--- src/rtl/acq_ring_pkg.sv ---
package acq_ring_pkg;

    localparam int LEGACY_BITS = 16;

    typedef enum logic [7:0] {
        CMD_START = 8'd12,
        CMD_WAIT  = 8'd13,
        CMD_STOP  = 8'd20
    } ring_cmd_e;

    typedef struct packed {
        logic start;
        logic wait_nb;
        logic stop;
    } ring_req_t;

    // Only the three defined codes act; wait needs ring mode to be active.
    function automatic ring_req_t decode_cmd(input logic wr, input logic [7:0] code,
                                             input logic running);
        ring_req_t r;
        r.start   = wr && (code == CMD_START);
        r.wait_nb = wr && (code == CMD_WAIT) && running;
        r.stop    = wr && (code == CMD_STOP);
        return r;
    endfunction

endpackage

--- src/rtl/acq_cmd_decode.sv ---
module acq_cmd_decode
    import acq_ring_pkg::*;
(
    input  logic       cmd_wr,
    input  logic [7:0] cmd_code,
    input  logic       running,
    output ring_req_t  req
);
    always_comb begin
        req = decode_cmd(cmd_wr, cmd_code, running);
    end
endmodule

--- src/rtl/acq_own_map.sv ---
module acq_own_map
    import acq_ring_pkg::*;
#(
    parameter int NBUF = 64,
    localparam int IDXW = $clog2(NBUF)
) (
    input  logic                   clk,
    input  logic                   rst,
    input  logic                   map_clr,
    input  logic                   err_clr,
    input  logic                   set_en,
    input  logic [IDXW-1:0]        set_idx,
    input  logic                   rel_wr,
    input  logic [IDXW-1:0]        rel_idx,
    input  logic                   leg_wr,
    input  logic [LEGACY_BITS-1:0] leg_mask,
    output logic [NBUF-1:0]        owned,
    output logic                   rel_err
);
    localparam logic [IDXW:0] NBUF_C = (IDXW + 1)'(NBUF);

    logic [NBUF-1:0] set_vec;
    logic [NBUF-1:0] idx_vec;
    logic [NBUF-1:0] leg_vec;
    logic            idx_in_range;
    logic            idx_bad;
    logic            leg_bad;

    assign idx_in_range = ({1'b0, rel_idx} < NBUF_C);

    for (genvar i = 0; i < NBUF; i++) begin : g_bit
        assign set_vec[i] = set_en && (set_idx == IDXW'(i));
        assign idx_vec[i] = rel_wr && (rel_idx == IDXW'(i));
        if (i < LEGACY_BITS) begin : g_leg
            assign leg_vec[i] = leg_wr && leg_mask[i];
        end else begin : g_noleg
            assign leg_vec[i] = 1'b0;
        end
    end

    // A release of a buffer the host does not hold is a no-op plus an error.
    assign idx_bad = rel_wr && (!idx_in_range || ((idx_vec & owned) == '0));
    assign leg_bad = (leg_vec & ~owned) != '0;

    always_ff @(posedge clk) begin
        if (rst) begin
            owned   <= '0;
            rel_err <= 1'b0;
        end else begin
            if (map_clr) begin
                owned <= '0;
            end else begin
                owned <= (owned & ~idx_vec & ~leg_vec) | set_vec;
            end
            if (err_clr) begin
                rel_err <= 1'b0;
            end else if (idx_bad || leg_bad) begin
                rel_err <= 1'b1;
            end
        end
    end
endmodule

--- src/rtl/acq_fill_ctrl.sv ---
module acq_fill_ctrl
    import acq_ring_pkg::*;
#(
    parameter int NBUF        = 64,
    parameter int BUF_SAMPLES = 1024,
    localparam int IDXW = $clog2(NBUF),
    localparam int CNTW = (BUF_SAMPLES > 1) ? $clog2(BUF_SAMPLES) : 1
) (
    input  logic            clk,
    input  logic            rst,
    input  ring_req_t       req,
    input  logic            fill_owned,
    input  logic            smp_valid,
    output logic            smp_ready,
    output logic            running,
    output logic            waiting,
    output logic            stall,
    output logic            irq,
    output logic            complete,
    output logic [IDXW-1:0] done_idx,
    output logic [IDXW-1:0] fill_idx,
    output logic            overrun
);
    localparam logic [CNTW-1:0] LAST_CNT = CNTW'(BUF_SAMPLES - 1);
    localparam logic [IDXW-1:0] LAST_IDX = IDXW'(NBUF - 1);

    logic [CNTW-1:0] cnt;
    logic            accept;
    logic            ctl;
    logic            drop;

    assign ctl       = req.start || req.stop;
    assign stall     = running && fill_owned;
    assign smp_ready = running && !fill_owned && !ctl;
    assign accept    = smp_ready && smp_valid;
    assign complete  = accept && (cnt == LAST_CNT);
    assign drop      = stall && smp_valid;

    always_ff @(posedge clk) begin
        if (rst) begin
            running  <= 1'b0;
            waiting  <= 1'b0;
            irq      <= 1'b0;
            cnt      <= '0;
            fill_idx <= '0;
            done_idx <= '0;
            overrun  <= 1'b0;
        end else begin
            overrun <= req.start ? 1'b0 : (overrun || drop);
            if (ctl) begin
                running  <= req.start;
                waiting  <= req.start;
                irq      <= 1'b0;
                cnt      <= '0;
                fill_idx <= '0;
            end else begin
                irq <= complete;
                if (accept) begin
                    if (complete) begin
                        cnt      <= '0;
                        done_idx <= fill_idx;
                        fill_idx <= (fill_idx == LAST_IDX) ? '0 : fill_idx + 1'b1;
                    end else begin
                        cnt <= cnt + 1'b1;
                    end
                end
                if (req.wait_nb) begin
                    waiting <= 1'b1;
                end else if (complete) begin
                    waiting <= 1'b0;
                end
            end
        end
    end
endmodule

--- src/rtl/acq_ring_ctrl.sv ---
module acq_ring_ctrl
    import acq_ring_pkg::*;
#(
    parameter int NBUF        = 64,
    parameter int BUF_SAMPLES = 1024,
    localparam int IDXW = $clog2(NBUF)
) (
    input  logic                   clk,
    input  logic                   rst,
    input  logic                   cmd_wr,
    input  logic [7:0]             cmd_code,
    input  logic                   rel_wr,
    input  logic [IDXW-1:0]        rel_idx,
    input  logic                   leg_wr,
    input  logic [LEGACY_BITS-1:0] leg_mask,
    input  logic                   smp_valid,
    output logic                   smp_ready,
    output logic                   running,
    output logic                   waiting,
    output logic                   stall,
    output logic                   irq,
    output logic [IDXW-1:0]        done_idx,
    output logic [IDXW-1:0]        fill_idx,
    output logic [NBUF-1:0]        owned,
    output logic                   overrun,
    output logic                   rel_err
);
    ring_req_t req;
    logic      complete;

    acq_cmd_decode u_dec (
        .cmd_wr   (cmd_wr),
        .cmd_code (cmd_code),
        .running  (running),
        .req      (req)
    );

    acq_fill_ctrl #(
        .NBUF        (NBUF),
        .BUF_SAMPLES (BUF_SAMPLES)
    ) u_fill (
        .clk        (clk),
        .rst        (rst),
        .req        (req),
        .fill_owned (owned[fill_idx]),
        .smp_valid  (smp_valid),
        .smp_ready  (smp_ready),
        .running    (running),
        .waiting    (waiting),
        .stall      (stall),
        .irq        (irq),
        .complete   (complete),
        .done_idx   (done_idx),
        .fill_idx   (fill_idx),
        .overrun    (overrun)
    );

    acq_own_map #(
        .NBUF (NBUF)
    ) u_map (
        .clk      (clk),
        .rst      (rst),
        .map_clr  (req.start || req.stop),
        .err_clr  (req.start),
        .set_en   (complete),
        .set_idx  (fill_idx),
        .rel_wr   (rel_wr),
        .rel_idx  (rel_idx),
        .leg_wr   (leg_wr),
        .leg_mask (leg_mask),
        .owned    (owned),
        .rel_err  (rel_err)
    );
endmodule

--- config.mk ---
export PLATFORM = sky130hd
export DESIGN_NAME = acq_ring_ctrl
export DESIGN_NICKNAME = d
export VERILOG_FILES = /design/src/rtl/acq_ring_pkg.sv /design/src/rtl/acq_cmd_decode.sv /design/src/rtl/acq_own_map.sv /design/src/rtl/acq_fill_ctrl.sv /design/src/rtl/acq_ring_ctrl.sv
export SDC_FILE = /design/constraint.sdc
export NUM_CORES = 1
export LEC_CHECK = 0
export ABC_AREA = 1
export CELL_PAD_IN_SITES_DETAIL_PLACEMENT = 0
export CELL_PAD_IN_SITES_GLOBAL_PLACEMENT = 2
export CORE_ASPECT_RATIO = 1.25
export CORE_MARGIN = 2
export CORE_UTILIZATION = 24
export CTS_CLUSTER_DIAMETER = 120
export DETAILED_ROUTE_END_ITERATION = 16
export PLACE_DENSITY = 0.74
export REMOVE_ABC_BUFFERS = 1
export SLEW_MARGIN = 10
export SYNTH_ARGS = -nofsm -noshare
export SYNTH_HDL_FRONTEND = slang
export SYNTH_SLANG_ARGS = --single-unit
--- constraint.sdc ---
create_clock -name clk -period 2.15 [get_ports clk]
set_clock_uncertainty 0.2 [all_clocks]
set_input_delay 0.215 -clock clk [delete_from_list [all_inputs] [get_ports clk]]
set_output_delay 0.215 -clock clk [all_outputs]
set_load 0.01 [all_outputs]
# After elaboration in Yosys (flattened, before gate mapping)
# Index checks and enable logic that the tools add are counted.
[totals]
ff_bits = 91
[op_classes]
magnitude_cmp = 1
n_mux = 7
n_eq_ne = 130
n_bitwise = 9
n_reduce_logical = 169
add_sub_neg = 2
[ops]
columns = ["operator", "count"]
rows = [
  ["6-bit == test, second input constant", 64],
  ["64-bit AND", 3],
  ["6-bit by 5-bit == test with 1-bit output, second input constant", 32],
  ["1-bit logical AND", 155],
  ["64-bit NOT", 2],
  ["6-bit by 4-bit == test with 1-bit output, second input constant", 16],
  ["16-bit by 64-bit AND with 64-bit output", 1],
  ["64-bit logical NOT", 1],
  ["16-bit NOT with 64-bit output", 1],
  ["64-bit bitwise OR", 1],
  ["64-bit nonzero test", 1],
  ["6-bit by 3-bit == test with 1-bit output, second input constant", 8],
  ["6-bit by 2-bit == test with 1-bit output, second input constant", 4],
  ["8-bit by 4-bit == test with 1-bit output, second input constant", 2],
  ["6-bit by 1-bit == test with 1-bit output, second input constant", 2],
  ["6-bit logical NOT", 2],
  ["10-bit by 1-bit adder with 10-bit output, second input constant", 1],
  ["10-bit == test, second input constant", 1],
  ["10-bit 2-to-1 mux", 1],
  ["8-bit by 5-bit == test with 1-bit output, second input constant", 1],
  ["6-bit by 7-bit less-than comparator with 1-bit output, second input constant", 1],
  ["6-bit by 1-bit adder with 6-bit output, second input constant", 1],
  ["1-bit binary-select mux with 6-bit select", 1],
  ["6-bit 2-to-1 mux", 1],
  ["other kinds (8)", 15],
]

# Depth between registers and ports, before layout
# Gate-level depths: netlist of the first run.
[depth]
ltp_word = 10
depth_mapped = 18
mapped_depth_nobuf = 15

# Hierarchy
# From an unflattened synthesis of the first run, not the netlist that was laid out.
[hier_totals]
cells_unflattened = 905
hier_area_um2 = 5605.4
[by_module_without_submodules]
columns = ["mod", "instances", "seq_area_each_um2", "cells_each", "area_per_inst_um2"]
rows = [
  ["acq_own_map", 1, 1301.2, 557, 3518.4],
  ["acq_fill_ctrl", 1, 520.5, 174, 1290.0],
  ["acq_ring_ctrl", 1, 0.0, 153, 703.2],
  ["acq_cmd_decode", 1, 0.0, 21, 93.8],
]

# Worst setup path before layout of the first run
# OpenSTA, ideal clock, no wires.
[synth_path]
path_type = "register to register"
from = "register u_fill.fill_idx[0]"
to = "register u_fill.waiting"
path_slack_ns = -0.060
arrival_time_ns = 1.896
path_stages_with_launch = 15
setup_ns = 0.114
required_ns = 1.836
synth_period_minus_slack_ns = 2.210
path_cell_list = "dfxtp_1 -> buf_2 -> buf_2 -> nand2_1 -> nand3_1 -> nand2_1 -> nand2_1 -> nand2_1 -> o21ai_0 -> nand2_1 -> nor2_4 -> nand4_4 -> buf_2 -> a21oi_1 -> nor2_1"
[synth_between]
elab_chain_len = 8
[synth_rtl]
columns = ["item", "line", "rtl"]
rows = [
  ["start, declared", "acq_fill_ctrl.sv:21", "output logic [IDXW-1:0] fill_idx,"],
  ["start signal, assigned", "acq_fill_ctrl.sv:62", "fill_idx <= (fill_idx == LAST_IDX) ? '0 : fill_idx + 1'b1;"],
  ["1-bit binary-select mux with 6-bit select", "acq_ring_ctrl.sv:45", ".fill_owned (owned[fill_idx]),"],
  ["1-bit 2-to-1 mux (implied by the code)", "acq_ring_ctrl.sv:45", ""],
  ["1-bit logical NOT", "acq_fill_ctrl.sv:34", "assign smp_ready = running && !fill_owned && !ctl;"],
  ["1-bit logical AND (2 in series)", "acq_fill_ctrl.sv:34", ""],
  ["1-bit logical AND", "acq_fill_ctrl.sv:35", "assign accept = smp_ready && smp_valid;"],
  ["1-bit logical AND", "acq_fill_ctrl.sv:36", "assign complete = accept && (cnt == LAST_CNT);"],
  ["3-bit nonzero test (no source line)", "-", ""],
  ["end signal, assigned", "acq_fill_ctrl.sv:52", "waiting <= req.start;"],
  ["end, declared", "acq_fill_ctrl.sv:16", "output logic waiting,"],
]
# Every way passes these cells. The select of a mux whose other input is x is not followed.
# A chain may end at the register's enable or synchronous reset.

# Worst setup path after layout of the first run
[layout_path]
from = "register u_fill.fill_idx[0]"
to = "register u_map.owned[13]"
[layout_between]
elab_chain_len = 9
[layout_rtl]
columns = ["item", "line", "rtl"]
rows = [
  ["1-bit binary-select mux with 6-bit select", "acq_ring_ctrl.sv:45", ""],
  ["1-bit 2-to-1 mux (implied by the code)", "acq_ring_ctrl.sv:45", ""],
  ["1-bit logical NOT", "acq_fill_ctrl.sv:34", ""],
  ["1-bit logical AND (2 in series)", "acq_fill_ctrl.sv:34", ""],
  ["1-bit logical AND", "acq_fill_ctrl.sv:35", ""],
  ["1-bit logical AND", "acq_fill_ctrl.sv:36", ""],
  ["1-bit logical AND (*)", "acq_own_map.sv:32", "assign set_vec[i] = set_en && (set_idx == IDXW'(i));"],
  ["64-bit bitwise OR (*)", "acq_own_map.sv:53", "owned <= (owned & ~idx_vec & ~leg_vec) | set_vec;"],
  ["end signal, assigned", "acq_own_map.sv:53", ""],
  ["end, declared", "acq_own_map.sv:17", "output logic [NBUF-1:0] owned,"],
]
# Mark *: on every way between the ends. The rest lies on a longest branch, timed or not. The select of a mux whose other input is x is not followed.

==> out/qor.txt, run 1 <==
====================================================================================================
Number of endpoints failing setup at the final stage                                              91
Required time reported for the critical path endpoint                                        2.26 ns
Crit-path max FO                                                                                  36
Unrepaired setup endpoints after global routing                                                  yes
Number of enable flip-flop cells after synthesis                                                   0
Final routed wirelength across all metal layers                                            31,100 um
Max-cap violation count                                                                            0
Average size of a mapped cell                                                               5.85 um2
Vias per inst                                                                                   4.67
Worst-margin pin slew                                                                       0.517 ns
Slack of the worst reg-to-reg path                                                          -0.31 ns
Clock-pin slew reported for the worst setup and hold paths after clock tree synthesis        0.07 ns
Slew Limit Headroom                                                                            0.647
Slack of the critical path                                                                 -0.308 ns
Iteration-0 DRC count of the detailed router                                                     483
Area added between synthesis and finish                                                        63.0%
Capture endpoint of the worst hold path                                                 u_fill.overrun
Maximum clock path buffer count                                                                    2
CTS tree                                                                                        done
Die X                                                                                         147 um
Hold path depth                                                                                    2
Number of H-tree levels                                                                            3
TritonCTS Buffers                                                                                  9
Final worst-path cycle share                                                                    1.14
CTS root buf                                                                            sky130_fd_sc_hd__clkbuf_16
Reg2reg path depth                                                                                15
Antenna diodes                                                                                     0
Area of the placeable core                                                                0.0251 mm2
Drt drc                                                                                            0
Post-Synthesis Cells                                                                           1,046
Fin. Hold Viols                                                                                    0
CTS Hold Bufs                                                                                      0
Time the final worst path needs with I/O delays and setup                                    2.46 ns
Number of detailed-routing iterations run before antenna repair                                    5
Category of the most critical setup path                                                register to register
Share of post-route cells with drive strength above 1                                          0.221
Top post-synthesis cells by area                                                        sky130_fd_sc_hd__dfxtp_1 (30%), sky130_fd_sc_hd__nand2_1 (23%), sky130_fd_sc_hd__nor2_1 (9.8%)
Final std cells w/o fill                                                                       1,721
Via count of the first global-routing pass                                                     7,989
Insertion delay of the later-clocked pin in the worst-skew pair                              0.36 ns
Largest vdd supply drop                                                                     0.341 mV
Total power per unit cell area                                                            377 mW/mm2
Total leakage power                                                                       0.00467 uW
Number of distinct library cell variants in the gate-level netlist after synthesis                39
Total number of yosys warnings                                                                     0
Origin of the worst min-delay path                                                      u_fill.overrun
Total of buffers placed on input and output ports                                                118
Flip-flop cell with the highest count after synthesis                                   sky130_fd_sc_hd__dfxtp_1
Antenna violations before repair                                                                   0
Final Wtd Congestion                                                                           0.928
Violations in the final reports                                                         setup timing
Global-route congestion overflow total                                                             0
Sinks on Clock Net                                                                                91
Worst flop-to-flop path startpoint                                                      u_fill.fill_idx[0]
Pin count of the biggest net entering global routing                                              37
Top cell type by total area after synthesis                                             sky130_fd_sc_hd__dfxtp_1
Endpoint type of the worst setup path                                                       register
Number of antenna-violating nets in the routed design                                              0
Cell area after synthesis                                                                0.00612 mm2
Critical path startpoint category                                                           register
Total power consumption of the routed design                                                 3760 uW
Synth async-reset ratio                                                                            0
Number of vias after detailed routing                                                          8,036
Final net count                                                                                1,422
Sequential fraction of the synthesis area                                                      0.298
Die Outline Area                                                                          0.0268 mm2
Number of fill cells                                                                           2,744
Worst hold-check path type                                                              register to register
HPWL after DPL                                                                             25,000 um
Aggregate global-route resource usage                                                          0.232
Run status                                                                              complete, but fails checks
Achievable clock frequency                                                                   407 MHz
Data arrival time of the critical path                                                       2.57 ns
Standard-cell row count                                                                           65
R2R Path End                                                                            u_map.owned[13]
Overall die height                                                                            182 um
Routed wire length per instance                                                              18.1 um
Total negative slack                                                                       -21.53 ns
Max-slew violation total from the final report                                                     0
I/O pin total                                                                                    119
Starting Density                                                                               0.243
Number of placed instances with taps included                                                  1,698
Post-synthesis register bit count                                                                 91
Top cell type's share of synthesized area                                                      0.298
End-of-flow core utilization                                                                   0.397
Wire length of the first global-routing pass                                               46,800 um
====================================================================================================
==> routing by layer <==
layer | track usage | share of wire | vias up
met5 | 0 | 0 | -
met4 | 0.113 | 0.050 | 0
met3 | 0.0313 | 0.048 | 67
met2 | 0.413 | 0.49 | 259
met1 | 0.273 | 0.41 | 3705
li1 | - | - | 4005
==> power breakdown <==
group	total, uW	internal, uW	leakage (uW)	switching (uW)
Combinational	361	171	0.00380	189
Clock	1710	940	0.000138	770
Sequential	1680	1680	0.000734	1.38
==> area by class of cell <==
cell class	count	area [um2]	area share
tap	335	419	0.0420
clock buffer	11	243	0.0244
inverter	130	495	0.0497
multi-input combinational	780	3670	0.368
timing repair buffer	369	3260	0.327
clock inverter	5	61.3	0.00615
sequential	91	1830	0.183
==> through the flow <==
step / setup WS (ns) / hold slack, ns / instance area [um2]
finish: -0.308 / 0.254 / 9970
global route: -0.488 / 0.275 / 9970
CTS: -0.280 / 0.258 / 9900
detailed placement: -0.467 / 0.244 / 9440
global placement: -0.460 / 0.243 / 9440
floorplan: -2.29 / 0.0841 / 5870
==> Yosys cell counts (8+ instances only) <==
library cell	number
sky130_fd_sc_hd__nand2_1	372
sky130_fd_sc_hd__o21ai_0	9
sky130_fd_sc_hd__inv_1	124
sky130_fd_sc_hd__nor3_1	25
sky130_fd_sc_hd__nor2_1	159
sky130_fd_sc_hd__nand4_1	28
sky130_fd_sc_hd__dfxtp_1	91
sky130_fd_sc_hd__nand3_1	76
sky130_fd_sc_hd__clkbuf_1	25
sky130_fd_sc_hd__o31ai_1	11
sky130_fd_sc_hd__buf_2	10
sky130_fd_sc_hd__o211ai_1	43
sky130_fd_sc_hd__a21oi_1	21
sky130_fd_sc_hd__buf_6	8
==> kinds of logic after synthesis <==
family / Yosys count / synth area share
DFF: 91 / 0.298
buffers and inverters: 175 / 0.120
xor gates and xnor gates: 7 / 0.0100
AOI/OAI and AO/OA: 95 / 0.104
adders and majority gates: 5 / 0.0102
and+or+nand+nor: 673 / 0.458
==> critical path, cell delays in order, from the launching register on <==
cell	delay, ns
sky130_fd_sc_hd__dfxtp_4	0.43
sky130_fd_sc_hd__buf_12	0.17
sky130_fd_sc_hd__nand2_1	0.07
sky130_fd_sc_hd__nand3_1	0.10
sky130_fd_sc_hd__nand2_2	0.09
sky130_fd_sc_hd__nand2_1	0.06
sky130_fd_sc_hd__nand2_1	0.07
sky130_fd_sc_hd__o21bai_1	0.15
sky130_fd_sc_hd__nand2_2	0.09
sky130_fd_sc_hd__nor2_4	0.14
sky130_fd_sc_hd__buf_6	0.12
sky130_fd_sc_hd__nand4_4	0.15
sky130_fd_sc_hd__nor2_8	0.18
sky130_fd_sc_hd__buf_12	0.22
sky130_fd_sc_hd__nand2_1	0.09
sky130_fd_sc_hd__nand2_1	0.06
==> sequential cells by signal, summed over array words and instances (netlist names) <==
name and count:
u_fill.waiting 1, u_map.rel_err 1, u_fill.fill_idx 6, u_fill.running 1, u_fill.overrun 1, u_fill.cnt 10
u_fill.done_idx 6, u_fill.irq 1, u_map.owned 64
==> timing repair <==
item | CTS | global route
endpoints found under the hold margin | 0 | 0
pin swaps | 2 | 0
setup endpoints to repair | 92 | 93
setup buffers | 4 | 0
cloned | 3 | 0
gates resized for setup | 41 | 21
==> worst max-delay path by stage <==
stage	startpoint	cells past startpoint	slack, ns	endpoint
floorplan	cmd_code[7]	10	-2.29	u_map.owned[16]
global placement	rel_idx[1]	15	-0.46	u_map.rel_err
detailed placement	rel_idx[1]	18	-0.47	u_map.rel_err
CTS	u_fill.fill_idx[0]	12	-0.28	stall
global route	u_fill.fill_idx[0]	15	-0.49	u_map.owned[36]
finish	u_fill.fill_idx[0]	15	-0.31	u_map.owned[13]
==> layout by cell type, fill, tap and decap left out, types with 6 or more instances in the layout <==
cell type	netlist	layout
sky130_fd_sc_hd__buf_12	0	10
sky130_fd_sc_hd__xor2_1	6	6
sky130_fd_sc_hd__dfxtp_1	91	89
sky130_fd_sc_hd__buf_6	8	9
sky130_fd_sc_hd__inv_1	124	123
sky130_fd_sc_hd__o211ai_1	43	43
sky130_fd_sc_hd__nand3_2	0	6
sky130_fd_sc_hd__o31ai_1	11	10
sky130_fd_sc_hd__nand2_2	1	12
sky130_fd_sc_hd__nand2_1	372	360
sky130_fd_sc_hd__nor3_1	25	25
sky130_fd_sc_hd__nor2_1	159	154
sky130_fd_sc_hd__nand4_1	28	28
sky130_fd_sc_hd__a21oi_1	21	19
sky130_fd_sc_hd__clkbuf_16	0	9
sky130_fd_sc_hd__nand3_1	76	70
sky130_fd_sc_hd__buf_4	1	230
sky130_fd_sc_hd__o21ai_0	9	6
sky130_fd_sc_hd__clkdlybuf4s50_1	0	112
Note: power is estimated with default switching activity, not from simulation.
==> run 2, diff against run 1 <==
- CTS_CLUSTER_SIZE: default -> 8
==> results of run 2 <==
No change in the layout: final DEF, timing and power equal those of run 1.
==> run 3, diff against run 2 <==
- CORE_UTILIZATION: 24 -> 30
- DONT_BUFFER_PORTS: default -> 1
- PLACE_DENSITY: 0.74 -> 0.75
==> out/qor.txt, run 3 (synthesis results as in run 1) <==
====================================================================================================
Run status                                                                              complete, but fails checks
Violations in the final reports                                                         setup timing
Required time reported for the critical path endpoint                                        2.26 ns
Flip-flop count of the largest register, all copies and words added                               64
Number of H-tree levels                                                                            3
End-of-flow core utilization                                                                   0.450
Worst-margin pin slew                                                                       0.875 ns
HPWL after DPL                                                                             22,000 um
Clock-pin slew reported for the worst setup and hold paths after clock tree synthesis        0.08 ns
Global-route met1 utilization                                                                  0.316
Layer with the highest usage after global routing                                               met2
Final net count                                                                                1,252
Crit-path max FO                                                                                   8
Critical path startpoint category                                                           register
I/O pin total                                                                                    119
Total power per unit cell area                                                            419 mW/mm2
Routed wire length per instance                                                              20.6 um
Antenna diodes                                                                                     0
Largest vdd supply drop                                                                     0.366 mV
Endpoint type of the worst setup path                                                       register
Standard-cell row count                                                                           58
Most prevalent standard cell on the critical path                                       sky130_fd_sc_hd__nand2_2
Time the final worst path needs with I/O delays and setup                                    2.54 ns
Biggest cell delay along the critical path                                                   0.52 ns
Most common cell after layout, fill and taps aside                                      sky130_fd_sc_hd__nand2_1
Die X                                                                                         132 um
Slack of the critical path                                                                 -0.388 ns
Overall die height                                                                            164 um
Area of the placeable core                                                                0.0200 mm2
Area added between synthesis and finish                                                        47.3%
CTS tree                                                                                        done
Worst hold-check path type                                                              input pin to register
Number of vias after detailed routing                                                          7,604
Final std cells w/o fill                                                                       1,484
Met3 Track Usage GR                                                                           0.0447
Final Wtd Congestion                                                                           0.943
Cells along the critical path                                                           clkbuf_16, nand2_2, nand3_2, nand2_1, nand2_1, nand2_2, o21ai_2, nand2_2, nor2_4, buf_6, nand4_4, nor2_8, buf_12, clkbuf_16, nand2_2, nand2_1
Achievable clock frequency                                                                   394 MHz
Number of endpoints failing setup at the final stage                                              90
Maximum clock path buffer count                                                                    2
Max-slew violation total from the final report                                                     0
Total area of sequential cells                                                           0.00183 mm2
Instance area after placement                                                            0.00748 mm2
Data arrival time of the critical path                                                       2.65 ns
Number of antenna-violating nets in the routed design                                              0
Final worst-path cycle share                                                                    1.18
Unrepaired setup endpoints after global routing                                                  yes
Footprint of the multi-input gates                                                       0.00411 mm2
CTS root buf                                                                            sky130_fd_sc_hd__clkbuf_16
Iteration-0 DRC count of the detailed router                                                     608
Die Outline Area                                                                          0.0216 mm2
Global-route congestion overflow total                                                             0
Top reg by flops                                                                         u_map.owned
Via count of the first global-routing pass                                                     7,243
Fin. Hold Viols                                                                                    0
TritonCTS Buffers                                                                                  9
Total leakage power                                                                       0.00437 uW
Final routed wirelength across all metal layers                                            30,600 um
Registers with the highest flip-flop counts                                             u_map.owned: 64 flops, u_fill.cnt: 10 flops
Total negative slack                                                                       -28.60 ns
Max-cap violation count                                                                            0
Antenna violations before repair                                                                   0
Category of the most critical setup path                                                register to register
Aggregate global-route resource usage                                                          0.270
Total of buffers placed on input and output ports                                                  0
Drt drc                                                                                            0
Insertion delay of the later-clocked pin in the worst-skew pair                              0.37 ns
Top library cells by usage in the layout, fill and taps aside                           sky130_fd_sc_hd__nand2_1 (284), sky130_fd_sc_hd__nor2_1 (149), sky130_fd_sc_hd__buf_4 (139)
Sinks on Clock Net                                                                                91
Crit-path slowest cell                                                                  sky130_fd_sc_hd__dfxtp_4
Post-route cell area                                                                     0.00901 mm2
Number of placed instances with taps included                                                  1,422
Starting Density                                                                               0.305
Vias per inst                                                                                   5.12
Number of detailed-routing iterations run before antenna repair                                    5
Number of fill cells                                                                           2,172
Wire length of the first global-routing pass                                               43,700 um
Share of post-route cells with drive strength above 1                                          0.273
Pin count of the biggest net entering global routing                                              49
Slew Limit Headroom                                                                            0.415
Met2 routing resource usage after global routing                                               0.475
====================================================================================================
[run 3: cell types whose count changed in the layout (fill, tap and decap cells not counted), sizes merged, moves of 3 or more]
cell | previous run | this run
buf | 253 | 171
clkbuf | 11 | 19
clkdlybuf4s50 | 112 | 0
clkinvlp | 3 | 0
dlygate4sd3 | 0 | 20
[run 3: area by class of cell]
type | count | area share
multi-input combinational | 780 | 0.456
timing repair buffer | 199 | 0.214
sequential | 91 | 0.203
inverter | 130 | 0.0550
tap | 270 | 0.0375
clock buffer | 12 | 0.0285
clock inverter | 2 | 0.00667
[run 3: worst paths after layout]
check	cells past startpoint	end	startpoint	slack, ns
worst max-delay path	16	u_map.owned[38]	u_fill.fill_idx[0]	-0.39
worst min-delay path	5	u_fill.waiting	cmd_code[4]	0.02
worst max register to register	16	u_map.owned[38]	u_fill.fill_idx[0]	-0.39
worst min register to register	2	u_fill.cnt[6]	u_fill.cnt[6]	0.31
[run 3: power by group]
group          internal, uW  leakage [uW]  switching, uW  total (uW)
clock                  1070      0.000155            766        1840
sequential             1680      0.000734           1.40        1690
combinational          80.0       0.00349            167         247
total                  2840       0.00437            935        3770
[run 3: per-stage QoR]
stage               setup WS (ns)  hold slack [ns]  total power [uW]
finish                     -0.388           0.0169              3770
global route               -0.470           0.0454              3850
CTS                        -0.279          0.00994              3790
detailed placement         -0.187           0.0865              1930
global placement           -0.182           0.0855              1930
floorplan                   -2.29           0.0841              1820
[run 3: worst max-delay path: cells and delay by family (launching register included)]
family          cells  cell delay [ns]
simple gates       11             0.93
buf+inv             4             0.68
flops               1             0.52
compound gates      1             0.14
[run 3: routing by layer]
metal,share of wire,vias to the layer above
li1,-,3657
met1,0.39,3598
met2,0.50,281
met3,0.058,68
met4,0.054,0
met5,0,-
[run 3: timing repair]
action	4_1_cts	5_1_grt
gates cloned	3	9
pin swaps	12	46
hold buffers	21	0
setup buffers	12	5
gates resized for setup	32	155
endpoints found under the hold margin	41	0
endpoints found under the setup margin	90	92
